==> config.mk <==
export PLATFORM = sky130hd
export DESIGN_NAME = clkcalc_top
export DESIGN_NICKNAME = d
export VERILOG_FILES = /design/src/rtl/clkcalc_pkg.sv /design/src/rtl/clkcalc_div.sv /design/src/rtl/clkcalc_ctl.sv /design/src/rtl/clkcalc_top.sv
export SDC_FILE = /design/constraint.sdc
export NUM_CORES = 1
export LEC_CHECK = 0
export CAP_MARGIN = 10
export CORE_MARGIN = 8
export CORE_UTILIZATION = 50
export DETAILED_ROUTE_END_ITERATION = 12
export DONT_BUFFER_PORTS = 1
export SYNTH_ARGS = -nofsm -noshare
export SYNTH_HDL_FRONTEND = slang
export SYNTH_SLANG_ARGS = --single-unit
==> constraint.sdc <==
create_clock -name clk -period 11.2 [get_ports clk]
set_input_delay 1.68 -clock clk [delete_from_list [all_inputs] [get_ports clk]]
set_output_delay 1.68 -clock clk [all_outputs]
set_load 0.1 [all_outputs]
==> src/rtl/clkcalc_pkg.sv <==
package clkcalc_pkg;

  localparam longint unsigned REF_HZ  = 64'd24_000_000;
  localparam longint unsigned SLOW_HZ = 64'd32_768;
  localparam int unsigned     REF_POST_DIV = 8;
  localparam int unsigned     PLL_MUL_HI = 22;
  localparam int unsigned     PLL_MUL_LO = 20;
  localparam int unsigned     TAP_MUL    = 18;

  localparam int unsigned PLL_SEL_BIT = 0;
  localparam int unsigned TAPA_LSB    = 0;
  localparam int unsigned TAPB_LSB    = 16;
  localparam int unsigned SRC_LSB     = 18;
  localparam int unsigned SRC_W       = 2;
  localparam int unsigned AHB_LSB     = 10;
  localparam int unsigned AHB_W       = 3;
  localparam int unsigned IPG_LSB     = 8;
  localparam int unsigned IPG_W       = 2;
  localparam int unsigned PER_LSB     = 0;

  typedef enum logic [3:0] {
    Q_NONE    = 4'd0,
    Q_IPG     = 4'd1,
    Q_PER     = 4'd2,
    Q_SLOW    = 4'd3,
    Q_REF     = 4'd4,
    Q_REF_DIV = 4'd5
  } query_e;

endpackage

==> src/rtl/clkcalc_div.sv <==
module clkcalc_div #(
  parameter int unsigned NUM_W = 64,
  parameter int unsigned DEN_W = 7
) (
  input  logic             clk,
  input  logic             rst_n,
  input  logic             start_i,
  input  logic [NUM_W-1:0] num_i,
  input  logic [DEN_W-1:0] den_i,
  output logic             done_o,
  output logic [NUM_W-1:0] quo_o
);
  localparam int unsigned CNT_W = $clog2(NUM_W + 1);
  localparam logic [CNT_W-1:0] CNT_MAX = CNT_W'(NUM_W);

  logic [NUM_W-1:0] quo_q, quo_n;
  logic [DEN_W-1:0] rem_q, rem_n;
  logic [DEN_W-1:0] den_q, den_n;
  logic [CNT_W-1:0] cnt_q, cnt_n;
  logic             done_q, done_n;
  logic             busy, step_en;
  logic [DEN_W:0]   trial, diff;
  logic             ge;

  assign busy    = (cnt_q != '0);
  assign step_en = start_i | busy;

  always_comb begin
    trial = {rem_q, quo_q[NUM_W-1]};
    diff  = trial - {1'b0, den_q};
    ge    = (trial >= {1'b0, den_q});
    quo_n  = quo_q;
    rem_n  = rem_q;
    den_n  = den_q;
    cnt_n  = cnt_q;
    done_n = 1'b0;
    if (start_i) begin
      quo_n = num_i;
      rem_n = '0;
      den_n = den_i;
      cnt_n = CNT_MAX;
    end else if (busy) begin
      quo_n  = {quo_q[NUM_W-2:0], ge};
      rem_n  = ge ? diff[DEN_W-1:0] : trial[DEN_W-1:0];
      cnt_n  = cnt_q - 1'b1;
      done_n = (cnt_q == CNT_W'(1));
    end
  end

  always_ff @(posedge clk or negedge rst_n) begin
    if (!rst_n) begin
      quo_q <= '0;
      rem_q <= '0;
      den_q <= '0;
      cnt_q <= '0;
    end else if (step_en) begin
      quo_q <= quo_n;
      rem_q <= rem_n;
      den_q <= den_n;
      cnt_q <= cnt_n;
    end
  end

  always_ff @(posedge clk or negedge rst_n) begin
    if (!rst_n) done_q <= 1'b0;
    else        done_q <= done_n;
  end

  assign done_o = done_q;
  assign quo_o  = quo_q;


  rem_bound_chk: assert property (@(posedge clk) disable iff (!rst_n)
    done_q |-> (rem_q < den_q));


  div_idle_after_chk: assert property (@(posedge clk) disable iff (!rst_n)
    done_q |-> !busy);

endmodule

==> src/rtl/clkcalc_ctl.sv <==
module clkcalc_ctl
  import clkcalc_pkg::*;
#(
  parameter int unsigned ACC_W  = 64,
  parameter int unsigned OUT_W  = 32,
  parameter int unsigned FRAC_W = 6,
  parameter int unsigned DEN_W  = FRAC_W + 1
) (
  input  logic              clk,
  input  logic              rst_n,
  input  logic              start_i,
  input  logic [3:0]        query_i,
  input  logic              pll_sel_i,
  input  logic [FRAC_W-1:0] tapa_frac_i,
  input  logic [FRAC_W-1:0] tapb_frac_i,
  input  logic [SRC_W-1:0]  src_sel_i,
  input  logic [AHB_W-1:0]  ahb_div_i,
  input  logic [IPG_W-1:0]  ipg_div_i,
  input  logic [FRAC_W-1:0] per_div_i,
  output logic              div_start_o,
  output logic [ACC_W-1:0]  div_num_o,
  output logic [DEN_W-1:0]  div_den_o,
  input  logic              div_done_i,
  input  logic [ACC_W-1:0]  div_quo_i,
  output logic              done_o,
  output logic [OUT_W-1:0]  freq_o
);
  localparam logic [ACC_W-1:0] PLL_HZ_HI  = ACC_W'(REF_HZ * PLL_MUL_HI);
  localparam logic [ACC_W-1:0] PLL_HZ_LO  = ACC_W'(REF_HZ * PLL_MUL_LO);
  localparam logic [ACC_W-1:0] SLOW_VAL   = ACC_W'(SLOW_HZ);
  localparam logic [ACC_W-1:0] REF_VAL    = ACC_W'(REF_HZ);
  localparam logic [ACC_W-1:0] REFDIV_VAL = ACC_W'(REF_HZ / REF_POST_DIV);

  typedef enum logic [3:0] {
    S_IDLE, S_TAP_GO, S_TAP_WT, S_AHB_GO, S_AHB_WT,
    S_IPG_GO, S_IPG_WT, S_PER_GO, S_PER_WT, S_OUT
  } state_e;

  state_e            state_q, state_n;
  logic [ACC_W-1:0]  acc_q, acc_n;
  logic              acc_en, lat_en;
  logic [3:0]        query_q;
  logic              pll_sel_q;
  logic [FRAC_W-1:0] tapa_q, tapb_q, per_div_q;
  logic [SRC_W-1:0]  src_q;
  logic [AHB_W-1:0]  ahb_div_q;
  logic [IPG_W-1:0]  ipg_div_q;
  logic [ACC_W-1:0]  pll_hz;
  logic [FRAC_W-1:0] tap_frac;

  assign pll_hz   = pll_sel_q ? PLL_HZ_HI : PLL_HZ_LO;
  assign tap_frac = (src_q == SRC_W'(2)) ? tapa_q : tapb_q;

  always_comb begin
    state_n     = state_q;
    acc_n       = acc_q;
    acc_en      = 1'b0;
    lat_en      = 1'b0;
    div_start_o = 1'b0;
    div_num_o   = '0;
    div_den_o   = '0;
    case (state_q)
      S_IDLE: begin
        if (start_i) begin
          lat_en = 1'b1;
          acc_en = 1'b1;
          state_n = S_OUT;
          case (query_i)
            Q_IPG, Q_PER: begin acc_n = '0; state_n = S_TAP_GO; end
            Q_SLOW:       acc_n = SLOW_VAL;
            Q_REF:        acc_n = REF_VAL;
            Q_REF_DIV:    acc_n = REFDIV_VAL;
            default:      acc_n = '0;
          endcase
        end
      end
      S_TAP_GO: begin
        acc_en = 1'b1;
        if (src_q == '0) begin
          acc_n   = pll_hz;
          state_n = S_AHB_GO;
        end else if (tap_frac == '0) begin
          acc_n   = '0;
          state_n = S_AHB_GO;
        end else begin
          acc_en      = 1'b0;
          div_start_o = 1'b1;
          div_num_o   = pll_hz * ACC_W'(TAP_MUL);
          div_den_o   = DEN_W'(tap_frac);
          state_n     = S_TAP_WT;
        end
      end
      S_TAP_WT: begin
        if (div_done_i) begin
          acc_en  = 1'b1;
          acc_n   = (src_q == SRC_W'(3)) ? (div_quo_i >> 1) : div_quo_i;
          state_n = S_AHB_GO;
        end
      end
      S_AHB_GO: begin
        div_start_o = 1'b1;
        div_num_o   = acc_q;
        div_den_o   = DEN_W'(ahb_div_q) + DEN_W'(1);
        state_n     = S_AHB_WT;
      end
      S_AHB_WT: begin
        if (div_done_i) begin
          acc_en  = 1'b1;
          acc_n   = div_quo_i;
          state_n = S_IPG_GO;
        end
      end
      S_IPG_GO: begin
        div_start_o = 1'b1;
        div_num_o   = acc_q;
        div_den_o   = DEN_W'(ipg_div_q) + DEN_W'(1);
        state_n     = S_IPG_WT;
      end
      S_IPG_WT: begin
        if (div_done_i) begin
          acc_en  = 1'b1;
          acc_n   = div_quo_i;
          state_n = (query_q == Q_PER) ? S_PER_GO : S_OUT;
        end
      end
      S_PER_GO: begin
        div_start_o = 1'b1;
        div_num_o   = acc_q;
        div_den_o   = DEN_W'(per_div_q) + DEN_W'(1);
        state_n     = S_PER_WT;
      end
      S_PER_WT: begin
        if (div_done_i) begin
          acc_en  = 1'b1;
          acc_n   = div_quo_i;
          state_n = S_OUT;
        end
      end
      S_OUT:   state_n = S_IDLE;
      default: state_n = S_IDLE;
    endcase
  end

  always_ff @(posedge clk or negedge rst_n) begin
    if (!rst_n) state_q <= S_IDLE;
    else        state_q <= state_n;
  end

  always_ff @(posedge clk or negedge rst_n) begin
    if (!rst_n)      acc_q <= '0;
    else if (acc_en) acc_q <= acc_n;
  end

  always_ff @(posedge clk or negedge rst_n) begin
    if (!rst_n) begin
      query_q   <= '0;
      pll_sel_q <= 1'b0;
      tapa_q    <= '0;
      tapb_q    <= '0;
      src_q     <= '0;
      ahb_div_q <= '0;
      ipg_div_q <= '0;
      per_div_q <= '0;
    end else if (lat_en) begin
      query_q   <= query_i;
      pll_sel_q <= pll_sel_i;
      tapa_q    <= tapa_frac_i;
      tapb_q    <= tapb_frac_i;
      src_q     <= src_sel_i;
      ahb_div_q <= ahb_div_i;
      ipg_div_q <= ipg_div_i;
      per_div_q <= per_div_i;
    end
  end

  assign done_o = (state_q == S_OUT);
  assign freq_o = acc_q[OUT_W-1:0];


  done_single_chk: assert property (@(posedge clk) disable iff (!rst_n)
    done_o |=> !done_o);


  query_hold_chk: assert property (@(posedge clk) disable iff (!rst_n)
    (state_q != S_IDLE) |=> $stable(query_q));


  nonzero_den_chk: assert property (@(posedge clk) disable iff (!rst_n)
    div_start_o |-> (div_den_o != '0));


  ref_value_chk: assert property (@(posedge clk) disable iff (!rst_n)
    (done_o && query_q == Q_REF) |-> (freq_o == OUT_W'(REF_HZ)));

endmodule

==> src/rtl/clkcalc_top.sv <==
module clkcalc_top
  import clkcalc_pkg::*;
#(
  parameter int unsigned WORD_W = 32,
  parameter int unsigned ACC_W  = 64,
  parameter int unsigned OUT_W  = 32,
  parameter int unsigned FRAC_W = 6
) (
  input  logic              clk,
  input  logic              rst_n,
  input  logic              start,
  input  logic [3:0]        query,
  input  logic [WORD_W-1:0] pll_word,
  input  logic [WORD_W-1:0] pfd_word,
  input  logic [WORD_W-1:0] mux_word,
  input  logic [WORD_W-1:0] bus_word,
  input  logic [WORD_W-1:0] per_word,
  output logic              done,
  output logic [OUT_W-1:0]  freq
);
  localparam int unsigned DEN_W = FRAC_W + 1;

  logic [1:0]       rst_sync_q;
  logic             rst_int_n;
  logic             div_start, div_done;
  logic [ACC_W-1:0] div_num, div_quo;
  logic [DEN_W-1:0] div_den;
  logic             unused_word_bits;

  always_ff @(posedge clk or negedge rst_n) begin
    if (!rst_n) rst_sync_q <= 2'b00;
    else        rst_sync_q <= {rst_sync_q[0], 1'b1};
  end
  assign rst_int_n = rst_sync_q[1];

  assign unused_word_bits = ^{pll_word, pfd_word, mux_word, bus_word, per_word};

  clkcalc_ctl #(
    .ACC_W (ACC_W),
    .OUT_W (OUT_W),
    .FRAC_W(FRAC_W),
    .DEN_W (DEN_W)
  ) u_ctl (
    .clk        (clk),
    .rst_n      (rst_int_n),
    .start_i    (start),
    .query_i    (query),
    .pll_sel_i  (pll_word[PLL_SEL_BIT]),
    .tapa_frac_i(pfd_word[TAPA_LSB +: FRAC_W]),
    .tapb_frac_i(pfd_word[TAPB_LSB +: FRAC_W]),
    .src_sel_i  (mux_word[SRC_LSB +: SRC_W]),
    .ahb_div_i  (bus_word[AHB_LSB +: AHB_W]),
    .ipg_div_i  (bus_word[IPG_LSB +: IPG_W]),
    .per_div_i  (per_word[PER_LSB +: FRAC_W]),
    .div_start_o(div_start),
    .div_num_o  (div_num),
    .div_den_o  (div_den),
    .div_done_i (div_done),
    .div_quo_i  (div_quo),
    .done_o     (done),
    .freq_o     (freq)
  );

  clkcalc_div #(
    .NUM_W(ACC_W),
    .DEN_W(DEN_W)
  ) u_div (
    .clk    (clk),
    .rst_n  (rst_int_n),
    .start_i(div_start),
    .num_i  (div_num),
    .den_i  (div_den),
    .done_o (div_done),
    .quo_o  (div_quo)
  );


  idle_in_reset_chk: assert property (@(posedge clk)
    !rst_int_n |-> !done);

endmodule

==> flow_summary_export.csv <==
group,metric,value,unit
clock_tree,post-cts-setup-buffers,0,
clock_tree,cts_inserted_buffers,17,
clock_tree,postCtsHoldBufs,0,
power,internal_power,2.00,mW
power,p_sw,1.56,mW
hold_path,hold_depth,0,
placed_design,place_congestion,0.783,
global_routing,grt_pass1_wl,38.0,mm
yosys,synthCells,999,
sta,slew_violations,0,
drt,vias,7125,
power,swShare,43.8,%
setup_path,rr_startpoint,"u_ctl.state_q[2]$_DFFE_PN0P_",
sta,min_period,3870,ps
placed_design,post_dp_cell_area,9830,sq um
setup_path,cp-end-kind,"flip-flop",
clock_tree,clock_latency,430,ps
clock_tree,path_clk_slew,70,ps
setup_path,r2r_setup_slack,7680,ps
sta,fin_crit_sh,34.6,%
drt,drtIter0Drc,562,
clock_tree,cts.htree.levels,4,
yosys,syn_nets,1179,
sta,finalHoldViolCount,0,
setup_path,cp.arrival,4180,ps
power,seq_power_share,49.1,%
final_layout,area_growth,5.21,%
status,outcome,"complete, no violations",
yosys,syn_area_per_cell,9.90,sq um
sta,setup_viol,0,
global_routing,grt_usage,19.4,%
clock_tree,cts_sinks,186,
global_routing,antenna_found_initial,0,
clock_tree,ctsResizeCount,0,
yosys,synthFlopType,"dfrtp_1",
final_layout,fin_util,53.5,%
sta,slew_headroom,26.1,%
setup_path,critPathRequiredTime,11510,ps
power,power_density,342,nW/um^2
drt,drc,0,
drt,first_pass_iters,5,
global_routing,grt_overflow,0,
sta,tns,0,ps
drt,vias_per_cell,5.92,
yosys,netlist.area_leader.share,47.1,%
clock_tree,cts_buffer_depth,2,
global_routing,grt_max_degree,103,
placed_design,numPortBuffers,0,
yosys,synth_warnings,0,
floorplan,die_w,157,um
power,p_total,3.56,mW
setup_path,r2r-end,"u_ctl.acc_q[53]$_DFFE_PN0P_",
drt,ant_nets,0,
yosys,async_reset_ff_share,100,%
hold_path,hold_start,"rst_sync_q[0]$_DFF_PN0_",
power,power.leakage,5.09,nW
final_layout,nFillCells,1762,
final_layout,finalNonFillerCells,1204,
placed_design,dp_hpwl,13.7,mm
hold_path,hold_path.class,"reg -> reg",
floorplan,num_rows,51,
final_layout,nNetsFinal,1107,
yosys,syn_area,9890,sq um
yosys,yosysTopAreaCell,"dfrtp_1",
power,combinationalPowerShare,34.0,%
hold_path,min_to,"rst_sync_q[1]$_DFF_PN0_",
setup_path,path_max_fanout,44,
final_layout,fin_area,10400,sq um
sta,skew,10.3,ps
floorplan,design.portCount,200,
floorplan,die_area,24500,sq um
floorplan,initial_utilization,50.8,%
power,ir_drop,0.151,mV
final_layout,antenna_cells,0,
placed_design,dpl_worst_slack,6870,ps
sta,setup_ws,7330,ps
drt,wl_per_cell,19.2,um
power,p_clk_share,16.9,%
setup_path,worst_setup_path_start_kind,"input port",
sta,rsz0062_at_grt,"false",
clock_tree,cts_tree,"built",
yosys,synth-edff-count,0,
yosys,synth_seq_cells,186,
sta,max_freq,258,MHz
global_routing,grt_pass1_vias,6877,
yosys,netlist_top_cells_area,"dfrtp_1 (47%), nand2_1 (9.0%), a22o_1 (7.8%)",
placed_design,dpl.cell_count,1173,
drt,routed_wirelength,23.2,mm
setup_path,rr_worst_depth,7,
clock_tree,root_buffer,"clkbuf_16",
final_layout,drive_gt1_share,13.1,%
floorplan,die_y,157,um
job,maxCapViolCount,0,
yosys,synth.distinct_cells,64,
sta,whs,353,ps
floorplan,core_area,19500,sq um
sta,tightest_slew,1110,ps
yosys,ys_seq_area_share,47.1,%
setup_path,critical_path_class,"in -> reg",
worst max-delay path, cell delays in order:
cell and delay, ps:
nand3_1 60, inv_1 410, a2111oi_4 410, buf_4 440, buf_4 730, mux2_2 410
Yosys cell counts (all sizes together) (9+ instances only):
cell,n
ha,12
mux2i,9
a22o,88
nor2b,9
and3,11
inv,17
a21oi,64
nor2,35
nor3,10
mux2,65
a211oi,9
o21ai,20
clkbuf,51
nand2,236
a221o,10
xor2,10
a22oi,17
dfrtp,186
nand3,13
buf,54
worst max path at each step:
stage | startpoint | endpoint | cells after the start
3_3_place_gp | start | u_ctl.acc_q[48]$_DFFE_PN0P_ | 6
2_1_floorplan | rst_sync_q[1]$_DFF_PN0_ | u_ctl.acc_q[0]$_DFFE_PN0P_ | 0
4_1_cts | start | u_ctl.acc_q[50]$_DFFE_PN0P_ | 6
3_5_place_dp | start | u_ctl.acc_q[55]$_DFFE_PN0P_ | 6
5_1_grt | start | u_ctl.acc_q[55]$_DFFE_PN0P_ | 6
6_report | start | u_ctl.acc_q[53]$_DFFE_PN0P_ | 6
final cells by class:
| class | count | area [sq um] | area share [%] |
|---|---|---|---|
| Clock buffer | 21 | 460 | 4.43 |
| Clock inverter | 10 | 116 | 1.12 |
| Inverter | 17 | 63.8 | 0.613 |
| Multi-Input combinational cell | 691 | 4650 | 44.7 |
| Sequential cell | 186 | 4660 | 44.8 |
| Tap cell | 265 | 332 | 3.19 |
| Timing Repair Buffer | 14 | 125 | 1.20 |
flip-flops by register name (all words and copies together) (netlist names):
register         count
u_ctl.pll_sel_q      1
u_div.den_q          7
u_ctl.query_q        4
u_ctl.state_q        4
rst_sync_q           2
u_ctl.ahb_div_q      3
u_ctl.src_q          2
u_div.done_o         1
u_ctl.acc_q         64
u_ctl.tapa_q         6
u_ctl.tapb_q         6
u_div.cnt_q          7
u_ctl.per_div_q      6
u_div.rem_q          7
u_ctl.ipg_div_q      2
u_div.quo_o         64
cell families (layout without fill, tap and decap cells):
group | Yosys count | after routing | share of synthesized area (%)
AND/OR/NAND/NOR | 344 | 344 | 15.0
AO/OA/AOI/OAI | 244 | 244 | 18.2
flip-flops | 186 | 186 | 47.1
buffers and inverters | 122 | 62 | 6.44
multiplexers | 74 | 74 | 10.2
XOR/XNOR | 15 | 15 | 1.33
adder cells (fa/ha/maj) | 13 | 13 | 1.72
other | 1 | 1 | 0.0379
layout by cell type (no fill, tap or decap), types with 6 or more instances in the layout:
master / netlist / final
a211oi_1: 9 / 9
a21oi_1: 64 / 64
a221o_1: 10 / 10
a221oi_1: 6 / 6
a22o_1: 88 / 88
a22oi_1: 17 / 17
and3_1: 11 / 10
buf_4: 32 / 13
clkbuf_16: 0 / 17
dfrtp_1: 186 / 185
ha_1: 12 / 12
inv_1: 17 / 17
mux2_2: 15 / 15
mux2_4: 50 / 50
mux2i_1: 9 / 9
nand2_1: 236 / 235
nand3_1: 13 / 12
nor2_1: 35 / 34
nor2b_1: 9 / 9
nor3_1: 9 / 9
o21ai_0: 19 / 19
o221ai_1: 6 / 6
xor2_1: 10 / 10
metal layers:
layer	part of all wire, %	track usage, %
met1	49	27.8
met2	45	29.3
met3	5.6	4.25
met5	0	0
met4	0.65	4.12
power by group through the flow:
stage / Combinational [mW] / Sequential, mW / Clock, mW
4_1_cts: 1.22 / 1.75 / 0.616
5_1_grt: 1.35 / 1.80 / 0.645
2_1_floorplan: 1.57 / 1.21 / 0
6_report: 1.21 / 1.75 / 0.603
3_3_place_gp: 1.19 / 1.76 / 0
3_5_place_dp: 1.21 / 1.76 / 0
Note: power is estimated with default switching activity, not from simulation.
